## src/rtl/pwr_mode_pkg.sv

```systemverilog
package pwr_mode_pkg;

  localparam int ADDR_W = 16;
  localparam int DATA_W = 8;
  localparam int CNT_W  = 12;

  localparam logic [ADDR_W-1:0] A_STBY  = 16'hFF38;
  localparam logic [ADDR_W-1:0] A_CLK   = 16'hFF3A;
  localparam logic [ADDR_W-1:0] A_MSTPH = 16'hFF3C;
  localparam logic [ADDR_W-1:0] A_MSTPL = 16'hFF3D;

  localparam logic [DATA_W-1:0] RV_STBY  = 8'h08;
  localparam logic [DATA_W-1:0] RV_CLK   = 8'h00;
  localparam logic [DATA_W-1:0] RV_MSTPH = 8'h3F;
  localparam logic [DATA_W-1:0] RV_MSTPL = 8'hFF;

  localparam int SETTLE_SEL_MAX = 8;

  typedef enum logic [2:0] {
    PM_RUN, PM_SLEEP, PM_SWSTBY, PM_SETTLE, PM_HWSTBY
  } pm_state_e;

  // number of settling cycles for a select code: 8 << min(sel, 8)
  function automatic logic [CNT_W-1:0] settle_len(input logic [3:0] sel);
    logic [3:0] s;
    s = (sel > 4'(SETTLE_SEL_MAX)) ? 4'(SETTLE_SEL_MAX) : sel;
    return CNT_W'(8) << s;
  endfunction

  function automatic logic is_medium(input logic [2:0] code);
    return code != 3'd0;
  endfunction

endpackage

```

## src/rtl/pwr_regs.sv

```systemverilog
module pwr_regs
  import pwr_mode_pkg::*;
(
  input  logic              clk,
  input  logic              rst_n,
  input  logic              hw_clr,
  input  logic              reg_we,
  input  logic [ADDR_W-1:0] reg_addr,
  input  logic [DATA_W-1:0] reg_wdata,
  output logic [DATA_W-1:0] reg_rdata,
  output logic              stby_sw,
  output logic [3:0]        settle_sel,
  output logic [2:0]        div_code,
  output logic [2*DATA_W-1:0] mstop
);

  logic [DATA_W-1:0] stby_q, clk_q, mstph_q, mstpl_q;

  always_ff @(posedge clk or negedge rst_n) begin
    if (!rst_n) begin
      stby_q  <= RV_STBY;
      clk_q   <= RV_CLK;
      mstph_q <= RV_MSTPH;
      mstpl_q <= RV_MSTPL;
    end else if (hw_clr) begin
      stby_q  <= RV_STBY;
      clk_q   <= RV_CLK;
      mstph_q <= RV_MSTPH;
      mstpl_q <= RV_MSTPL;
    end else if (reg_we) begin
      case (reg_addr)
        A_STBY:  stby_q  <= reg_wdata;
        A_CLK:   clk_q   <= reg_wdata;
        A_MSTPH: mstph_q <= reg_wdata;
        A_MSTPL: mstpl_q <= reg_wdata;
        default: ;
      endcase
    end
  end

  always_comb begin
    case (reg_addr)
      A_STBY:  reg_rdata = stby_q;
      A_CLK:   reg_rdata = clk_q;
      A_MSTPH: reg_rdata = mstph_q;
      A_MSTPL: reg_rdata = mstpl_q;
      default: reg_rdata = '0;
    endcase
  end

  assign stby_sw    = stby_q[7];
  assign settle_sel = stby_q[3:0];
  assign div_code   = clk_q[2:0];
  assign mstop      = {mstph_q, mstpl_q};

  AST_HW_CLEARS_REGS: assert property (@(posedge clk) disable iff (!rst_n)
    hw_clr |=> (stby_q == RV_STBY && clk_q == RV_CLK &&
                mstph_q == RV_MSTPH && mstpl_q == RV_MSTPL));

endmodule

```

## src/rtl/pwr_fsm.sv

```systemverilog
module pwr_fsm
  import pwr_mode_pkg::*;
(
  input  logic       clk,
  input  logic       rst_n,
  input  logic       sleep_req,
  input  logic       irq,
  input  logic       ext_irq,
  input  logic       hw_standby,
  input  logic       stby_sw,
  input  logic [3:0] settle_sel,
  output logic       osc_en,
  output logic       cpu_clk_en,
  output logic       mods_allowed,
  output logic       in_hw_stby
);

  pm_state_e        state;
  logic [CNT_W-1:0] cnt;
  logic             wake_sleep, wake_stby, settle_done;

  assign wake_sleep  = irq | ext_irq;
  assign wake_stby   = ext_irq;
  assign settle_done = (cnt == '0);

  always_ff @(posedge clk or negedge rst_n) begin
    if (!rst_n) begin
      state <= PM_RUN;
      cnt   <= '0;
    end else if (hw_standby) begin
      state <= PM_HWSTBY;
      cnt   <= '0;
    end else begin
      case (state)
        PM_RUN:    if (sleep_req) state <= stby_sw ? PM_SWSTBY : PM_SLEEP;
        PM_SLEEP:  if (wake_sleep) state <= PM_RUN;
        PM_SWSTBY: if (wake_stby) begin
                     state <= PM_SETTLE;
                     cnt   <= settle_len(settle_sel) - CNT_W'(1);
                   end
        PM_SETTLE: if (settle_done) state <= PM_RUN;
                   else cnt <= cnt - CNT_W'(1);
        PM_HWSTBY: state <= PM_RUN;
        default:   state <= PM_RUN;
      endcase
    end
  end

  assign osc_en       = (state == PM_RUN) || (state == PM_SLEEP) || (state == PM_SETTLE);
  assign cpu_clk_en   = (state == PM_RUN);
  assign mods_allowed = (state == PM_RUN) || (state == PM_SLEEP);
  assign in_hw_stby   = (state == PM_HWSTBY);

  AST_SLEEP_WAKE: assert property (@(posedge clk) disable iff (!rst_n)
    (state == PM_SLEEP && wake_sleep && !hw_standby) |=> cpu_clk_en);
  AST_STBY_HOLD: assert property (@(posedge clk) disable iff (!rst_n)
    (state == PM_SWSTBY && !ext_irq && !hw_standby) |=> !osc_en);
  AST_SETTLE_STEP: assert property (@(posedge clk) disable iff (!rst_n)
    (state == PM_SETTLE && !settle_done && !hw_standby) |=>
      (state == PM_SETTLE && cnt == $past(cnt) - CNT_W'(1)));
  AST_HW_PREEMPT: assert property (@(posedge clk) disable iff (!rst_n)
    hw_standby |=> (in_hw_stby && !osc_en && !cpu_clk_en));

endmodule

```

## src/rtl/pwr_clk_gate.sv

```systemverilog
module pwr_clk_gate #(
  parameter int           N_MOD     = 16,
  parameter logic [N_MOD-1:0] PRST_MASK = 16'h0060
) (
  input  logic             clk,
  input  logic             rst_n,
  input  logic             mods_allowed,
  input  logic [N_MOD-1:0] mstop,
  output logic [N_MOD-1:0] mod_clk_en,
  output logic [N_MOD-1:0] part_rst
);

  logic [N_MOD-1:0] en_prev;

  for (genvar i = 0; i < N_MOD; i++) begin : g_mod
    assign mod_clk_en[i] = mods_allowed & ~mstop[i];
    if (PRST_MASK[i]) begin : g_prst
      assign part_rst[i] = en_prev[i] & ~mod_clk_en[i];
    end else begin : g_noprst
      assign part_rst[i] = 1'b0;
    end
  end

  always_ff @(posedge clk or negedge rst_n) begin
    if (!rst_n) en_prev <= '0;
    else        en_prev <= mod_clk_en;
  end

  AST_PRST_SINGLE: assert property (@(posedge clk) disable iff (!rst_n)
    (part_rst != '0) |=> ((part_rst & $past(part_rst)) == '0));

endmodule

```

## src/rtl/pwr_mode_ctrl.sv

```systemverilog
module pwr_mode_ctrl
  import pwr_mode_pkg::*;
#(
  parameter logic [15:0] PRST_MASK = 16'h0060
) (
  input  logic        clk,
  input  logic        rst_n,
  input  logic        sleep_req,
  input  logic        irq,
  input  logic        ext_irq,
  input  logic        hw_standby,
  input  logic        reg_we,
  input  logic [15:0] reg_addr,
  input  logic [7:0]  reg_wdata,
  output logic [7:0]  reg_rdata,
  output logic        osc_en,
  output logic        cpu_clk_en,
  output logic        bus_med_sel,
  output logic [2:0]  bus_div_code,
  output logic [15:0] mod_clk_en,
  output logic [15:0] part_rst,
  output logic        glob_rst,
  output logic        io_hiz
);

  localparam int N_MOD = 2 * DATA_W;

  logic             stby_sw, mods_allowed, in_hw_stby;
  logic [3:0]       settle_sel;
  logic [2:0]       div_code;
  logic [N_MOD-1:0] mstop;

  pwr_regs u_regs (
    .clk, .rst_n, .hw_clr(hw_standby), .reg_we, .reg_addr, .reg_wdata,
    .reg_rdata, .stby_sw, .settle_sel, .div_code, .mstop
  );

  pwr_fsm u_fsm (
    .clk, .rst_n, .sleep_req, .irq, .ext_irq, .hw_standby, .stby_sw,
    .settle_sel, .osc_en, .cpu_clk_en, .mods_allowed, .in_hw_stby
  );

  pwr_clk_gate #(.N_MOD(N_MOD), .PRST_MASK(PRST_MASK)) u_gate (
    .clk, .rst_n, .mods_allowed, .mstop, .mod_clk_en, .part_rst
  );

  assign bus_med_sel  = is_medium(div_code);
  assign bus_div_code = div_code;
  assign glob_rst     = in_hw_stby;
  assign io_hiz       = in_hw_stby;

  AST_OSC_OFF_ALL_OFF: assert property (@(posedge clk) disable iff (!rst_n)
    !osc_en |-> (!cpu_clk_en && mod_clk_en == '0));

endmodule

```

## config.mk

```make
export PLATFORM = sky130hd
export DESIGN_NAME = pwr_mode_ctrl
export DESIGN_NICKNAME = d
export VERILOG_FILES = /design/src/rtl/pwr_mode_pkg.sv /design/src/rtl/pwr_regs.sv /design/src/rtl/pwr_fsm.sv /design/src/rtl/pwr_clk_gate.sv /design/src/rtl/pwr_mode_ctrl.sv
export SDC_FILE = /design/constraint.sdc
export NUM_CORES = 1
export LEC_CHECK = 0
export ABC_AREA = 1
export BUFFER_PORTS_ARGS = -buffer_cell sky130_fd_sc_hd__buf_4
export CORE_AREA = 5 5 86 88
export CTS_CLUSTER_SIZE = 8
export DETAILED_ROUTE_END_ITERATION = 10
export DIE_AREA = 0 0 91 93
export PLACE_DENSITY = 0.73
export SLEW_MARGIN = 40
export SYNTH_ARGS = -nofsm -noshare
export SYNTH_HDL_FRONTEND = slang
export SYNTH_SLANG_ARGS = --single-unit
```

## constraint.sdc

```tcl
create_clock -name clk -period 2.6 [get_ports clk]
set_input_delay 0.39 -clock clk [delete_from_list [all_inputs] [get_ports clk]]
set_output_delay 0.39 -clock clk [all_outputs]
set_load 0.1 [all_outputs]
```

Yosys cells after proc, flatten, opt, wreduce, memory -nomap -nowiden
Index checks and enable logic that the tools add are counted.

cells by class
  bitwise gates (word level) = 37
  equal/unequal tests = 13
  shift-type cells = 1
  reduce and logical (&&, ||, !) cells = 17
  multiplexer cells = 25
  add/sub/neg operators = 2
  magnitude comparators = 1

operators by type and width
  kind                                                  number
  2-to-1 mux 8 bit                                      12
  equality test 16 bit, second input constant           4
  2-to-1 mux 12 bit                                     3
  case mux 8 bit (4 select lines)                       1
  case mux 12 bit (2 select lines)                      1
  subtractor 12 x 1 -> 12 bit, second input constant    2
  AND 1 bit                                             18
  NOT 1 bit                                             18
  2-to-1 mux 3 bit                                      5
  logical NOT 12 bit                                    1
  case mux 3 bit (4 select lines)                       1
  left shift 4 x 4 -> 12 bit, first input constant      1
  nonzero test 2 bit                                    5
  != test 3 bit, second input constant                  3
  AND reduction 2 bit                                   4
  equality test 3 x 2 -> 1 bit, second input constant   2
  != test 3 x 2 -> 1 bit, second input constant         2
  nonzero test 3 bit                                    2
  greater-than comparator 4 bit, second input constant  1
  2-to-1 mux 4 bit                                      1
  AND reduction 4 bit                                   1
  equality test 3 x 1 -> 1 bit, second input constant   1
  equality test 3 bit, second input constant            1
  logical NOT 3 bit                                     1
  other kinds (4)                                       5

storage, ports and cells
  bits of input ports = 31
  flip-flop bits (word level) = 54
  word-level logic and storage cells = 103

Longest topological paths before layout
  word-level depth = 7
  gate-level depth with buffers = 14

Cells and area by module
From an unflattened synthesis, not the netlist that was laid out.

unflattened totals
  cells, all modules = 547
  area total of the unflattened synthesis = 3743.6 sq um

by module, submodules not included
  module         cells each  instances  area each (sq um)  seq. area each (sq um)
  pwr_regs       293         1          2092.0             819.5
  pwr_fsm        209         1          1343.8             375.4
  pwr_clk_gate   41          1          289.0              50.0
  pwr_mode_ctrl  4           1          18.8               0.0

Worst setup path before layout
No wires, ideal clock.

  kind = reg2out
  start point = reg u_fsm.state[0]
  end point = out io_hiz
  arrival time = 3.179 ns
  setup slack = -0.969 ns
  cell stages (with the launch flop) = 4
  path through = dfrtp_1 buf_2 nor3_1 buf_4

on the way
  word-level cells in the longest chain between the ends = 1

RTL lines
  item                    RTL line             text
  start, declared         pwr_fsm.sv:18        pm_state_e state;
  start signal, assigned  pwr_fsm.sv:35        PM_RUN: if (sleep_req) state <= stby_sw ? PM_SWSTBY : PM_SLEEP;
  equality test 3 bit     pwr_fsm.sv:52        assign in_hw_stby = (state == PM_HWSTBY);
  end, declared           pwr_mode_ctrl.sv:23  output logic io_hiz

No other way between the ends.

Worst setup path after layout
  start point = reg u_fsm.state[1]
  end point = out mod_clk_en[10]

on the way
  word-level cells in the longest chain between the ends = 3
  elaborated cells on any way between the ends = 4
  classes of those cells = eq/ne (1); bitwise (1); reduce/logical (2)

RTL lines
  item                                                                      RTL line             text
  equality test 3 x 1 -> 1 bit / logical NOT 3 bit (equally long branches)  pwr_fsm.sv:51        assign mods_allowed = (state == PM_RUN) || (state == PM_SLEEP);
  logical OR 1 bit (*)                                                      pwr_fsm.sv:51
  AND 1 bit (*)                                                             pwr_clk_gate.sv:16   assign mod_clk_en[i] = mods_allowed & ~mstop[i];
  end, declared                                                             pwr_mode_ctrl.sv:20  output logic [15:0] mod_clk_en,

Every way passes the cells marked *; elsewhere a longest branch is shown, timed or not.

==> results.md <==
- Prevailing post-synth register cell: dfrtp_1
- Most frequent CP cell: buf_4
- Sequential area share after synthesis: 0.389
- Placed cell area: 3700 sq um
- Largest cells by area after synthesis: dfrtp_1 27%, nand2_1 13%, dfstp_2 12%
- GRT Total Usage: 0.196
- Die width: 91 microns
- Final wirelength: 8.14 mm
- Filler instances: 605
- Post-synth top area cell: dfrtp_1
- Layout Utilization: 0.582
- Placer Congestion: 0.848
- Most Crowded Layer GR: met2
- ANT cells: 0
- Clock-pin slew on the worst setup and hold paths: 0.09 ns
- Root buffer cell: clkbuf_8
- Die area: 8460 sq um
- Met1 Usage GRT: 0.255
- Crit Path Class: register to output pin
- Synthesized area per cell: 7.24 sq um
- Core area: 6570 sq um
- Dpl hpwl: 6.34 mm
- PD cells: 531 nW/um^2
- Rows: 30
- Detailed Routing Iterations Pass 1: 5
- Min cycle time layout: 2.43 ns
- Hold WC Path Type: primary input to async pin
- Synth Area in XOR/XNOR: 0.00547
- Peak VDD IR: 0.302 mV
- Placed cells: 574
- Final Cell Area: 3820 sq um
- Worst skew pair latency: 0.31 ns
- Endpoint class of the critical path: output pin
- Largest net degree at the start of global routing: 50
- Outcome: finished clean
- Via-to-Cell Ratio: 5.20
- EDFF count, synth: 0
- CTS tree: built
- Crit share post-route: 0.934
- CTS Sinks: 49
- Area Overhead vs Synth: 19.4%
- Non-filler cells, final: 582
- Cell Chain, Critical Path: nor2_1, clkinv_1, buf_4, nor2_2, buf_4
- Largest family of logic cells by synthesized area: simple AND/OR/NAND/NOR gates
- Initial cell density of the core: 0.487
- CTS Buf Count: 5
- Sequential cell area: 1240 sq um
- Overall power: 2.03 mW
- Post-CTS setup buffer count: 0
- Nets@finish: 533
- Met2 Use GR: 0.337
- Share of cells above drive strength 1: 0.293
- DR WL/cell: 14.0 microns
- Post-synth top cells: 107 x nand2_1, 59 x nor2_1, 44 x nand3_1
- Rel. slew slack: 0.529
- Compound-Gate Fraction of Synth Area: 0.103
- Input/output buffers: 64
- Die Ht: 93 microns
- Vias in the first global route: 2945
- Vias: 3027
- First-pass GRT wire length: 13.8 mm
- CTS HTree Levels: 2
- Gr ovfl total: 0
- Maximum net fanout on the critical path: 10
- Final hold slack: 0.0845 ns
- Met3 Resource Use GR: 0.0370
- Mapped Cells: 442
- Crit path buf inv count: 3
- Slowest stage delay, CP: 0.48 ns
- Simple-Gate Fraction of Synth Area: 0.375
- Share of the synthesized area in the top cell type: 0.266
- Multi-input gate area: 1650 sq um
- Slew @ Worst Pin: 0.707 ns
- Number of remaining DRC errors: 0
- Leakage: 1.88 nW
- Post-Syn Area: 3200 sq um
- Post-CTS resize count: 0
- YS warnings: 0
- Hold_buf cts: 0
- Crit-path leading delay family: buffers and inverters
- Routed Antenna Nets: 0
- Most frequent cell after synthesis: nand2_1
- Critical Path Source Type: register
- CP Data Required Time: 2.21 ns
- Total of max-cap violations: 0
- Final Slew Violations: 0
- Seq cells post-synth: 49
- Final setup viols: 0
- Max clock buf depth: 2
- Synth unique cells: 40
- Adder-Cell Fraction of Synth Area: 0.00391
- Skew final: 0.00632 ns
- Critical path arrival: 2.04 ns
- Initial antenna violation count: 0
- RSZ-0062 raised after global routing: false
- DRT iter0 DRCs: 244
- Maximum clock rate: 412 MHz
- Asr flop ratio synth: 1.00
- Top Ports: 79
- Crit-path slowest cell: dfrtp_1
- Final Hold Vio Count: 0
- Mux contribution to synthesized area: 0
-- flip-flops by register name, indices dropped and copies added (netlist names) --
signal and flops:
u_fsm.cnt 12, u_fsm.state 3, u_gate.en_prev 2, u_regs.clk_q 8, u_regs.mstph_q 8, u_regs.mstpl_q 8, u_regs.stby_q 8
-- logic make-up after synthesis --
kind of cell / Yosys count
AO/OA/AOI/OAI: 57
XOR/XNOR: 2
flip-flops: 49
other: 1
buffers and inverters: 78
adder cells (fa/ha/maj): 1
AND/OR/NAND/NOR: 254
-- power by group --
part	internal, mW	switching, mW	total (mW)
registers	0.829	0.0422	0.871
clock network	0.313	0.258	0.571
logic	0.125	0.462	0.587
total	1.27	0.762	2.03
-- routing by layer --
metal / wire (microns) / vias up
met5: 0 / -
met3: 472 / 9
met4: 97 / 0
met1: 3660 / 1393
met2: 3910 / 89
li1: - / 1536
-- final timing paths --
| check | slack (ns) | end | cells past startpoint | start |
|---|---|---|---|---|
| min in group clk | 0.31 | u_regs.mstpl_q[7]$_DFFE_PN1P_ | 3 | reg_wdata[7] |
| setup / recovery | 0.17 | mod_clk_en[10] | 5 | u_fsm.state[1]$_DFFE_PN0P_ |
| hold / removal | 0.08 | u_gate.en_prev[5]$_DFF_PN0_ | 1 | rst_n |
| max in group asynchronous | 2.09 | u_fsm.cnt[6]$_DFFE_PN0P_ | 1 | rst_n |
| setup reg to reg | 0.63 | u_fsm.cnt[8]$_DFFE_PN0P_ | 13 | u_fsm.state[2]$_DFFE_PN0P_ |
| hold reg to reg | 0.49 | u_regs.mstpl_q[6]$_DFFE_PN1P_ | 2 | u_regs.mstpl_q[6]$_DFFE_PN1P_ |
-- final cells by class --
class | instances | share of cell area
multi-input combinational | 328 | 0.433
sequential | 49 | 0.326
timing repair buffer | 70 | 0.138
inverter | 47 | 0.0462
tap | 80 | 0.0262
clock buffer | 6 | 0.0216
clock inverter | 2 | 0.00983
-- cells in the final DEF, fill, tap and decap left out, drive strengths merged --
master    instances
a21oi             5
a31oi             2
buf              70
bufinv            1
clkbuf            6
clkinv            1
clkinvlp          1
conb             14
dfrtp            34
dfstp            15
ha                1
inv              46
nand2           110
nand3            51
nand4            17
nor2             65
nor3              5
nor4              3
o2111ai           1
o211ai            1
o21ai            44
o22ai             3
o31ai             1
or2               3
xor2              2
-- stage by stage --
| step | TNS [ns] | worst slack [ns] |
|---|---|---|
| 4_1_cts | 0 | 0.136 |
| 2_1_floorplan | -1.72 | -0.858 |
| 6_report | 0 | 0.171 |
| 5_1_grt | 0 | 0.0756 |
| 3_3_place_gp | 0 | 0.388 |
| 3_5_place_dp | 0 | 0.355 |
-- worst reg2reg max path, stage by stage, from the launching register on --
cell	delay (ns)
dfrtp_1	0.38
inv_1	0.17
nand3_2	0.31
nor2_1	0.22
inv_1	0.07
ha_1	0.19
nand2_1	0.08
inv_1	0.05
nand2_1	0.09
nor2_2	0.07
nand2_1	0.06
nand2_1	0.05
nand3_1	0.07
nand2_1	0.05
Power figures use the tool's default switching activity.
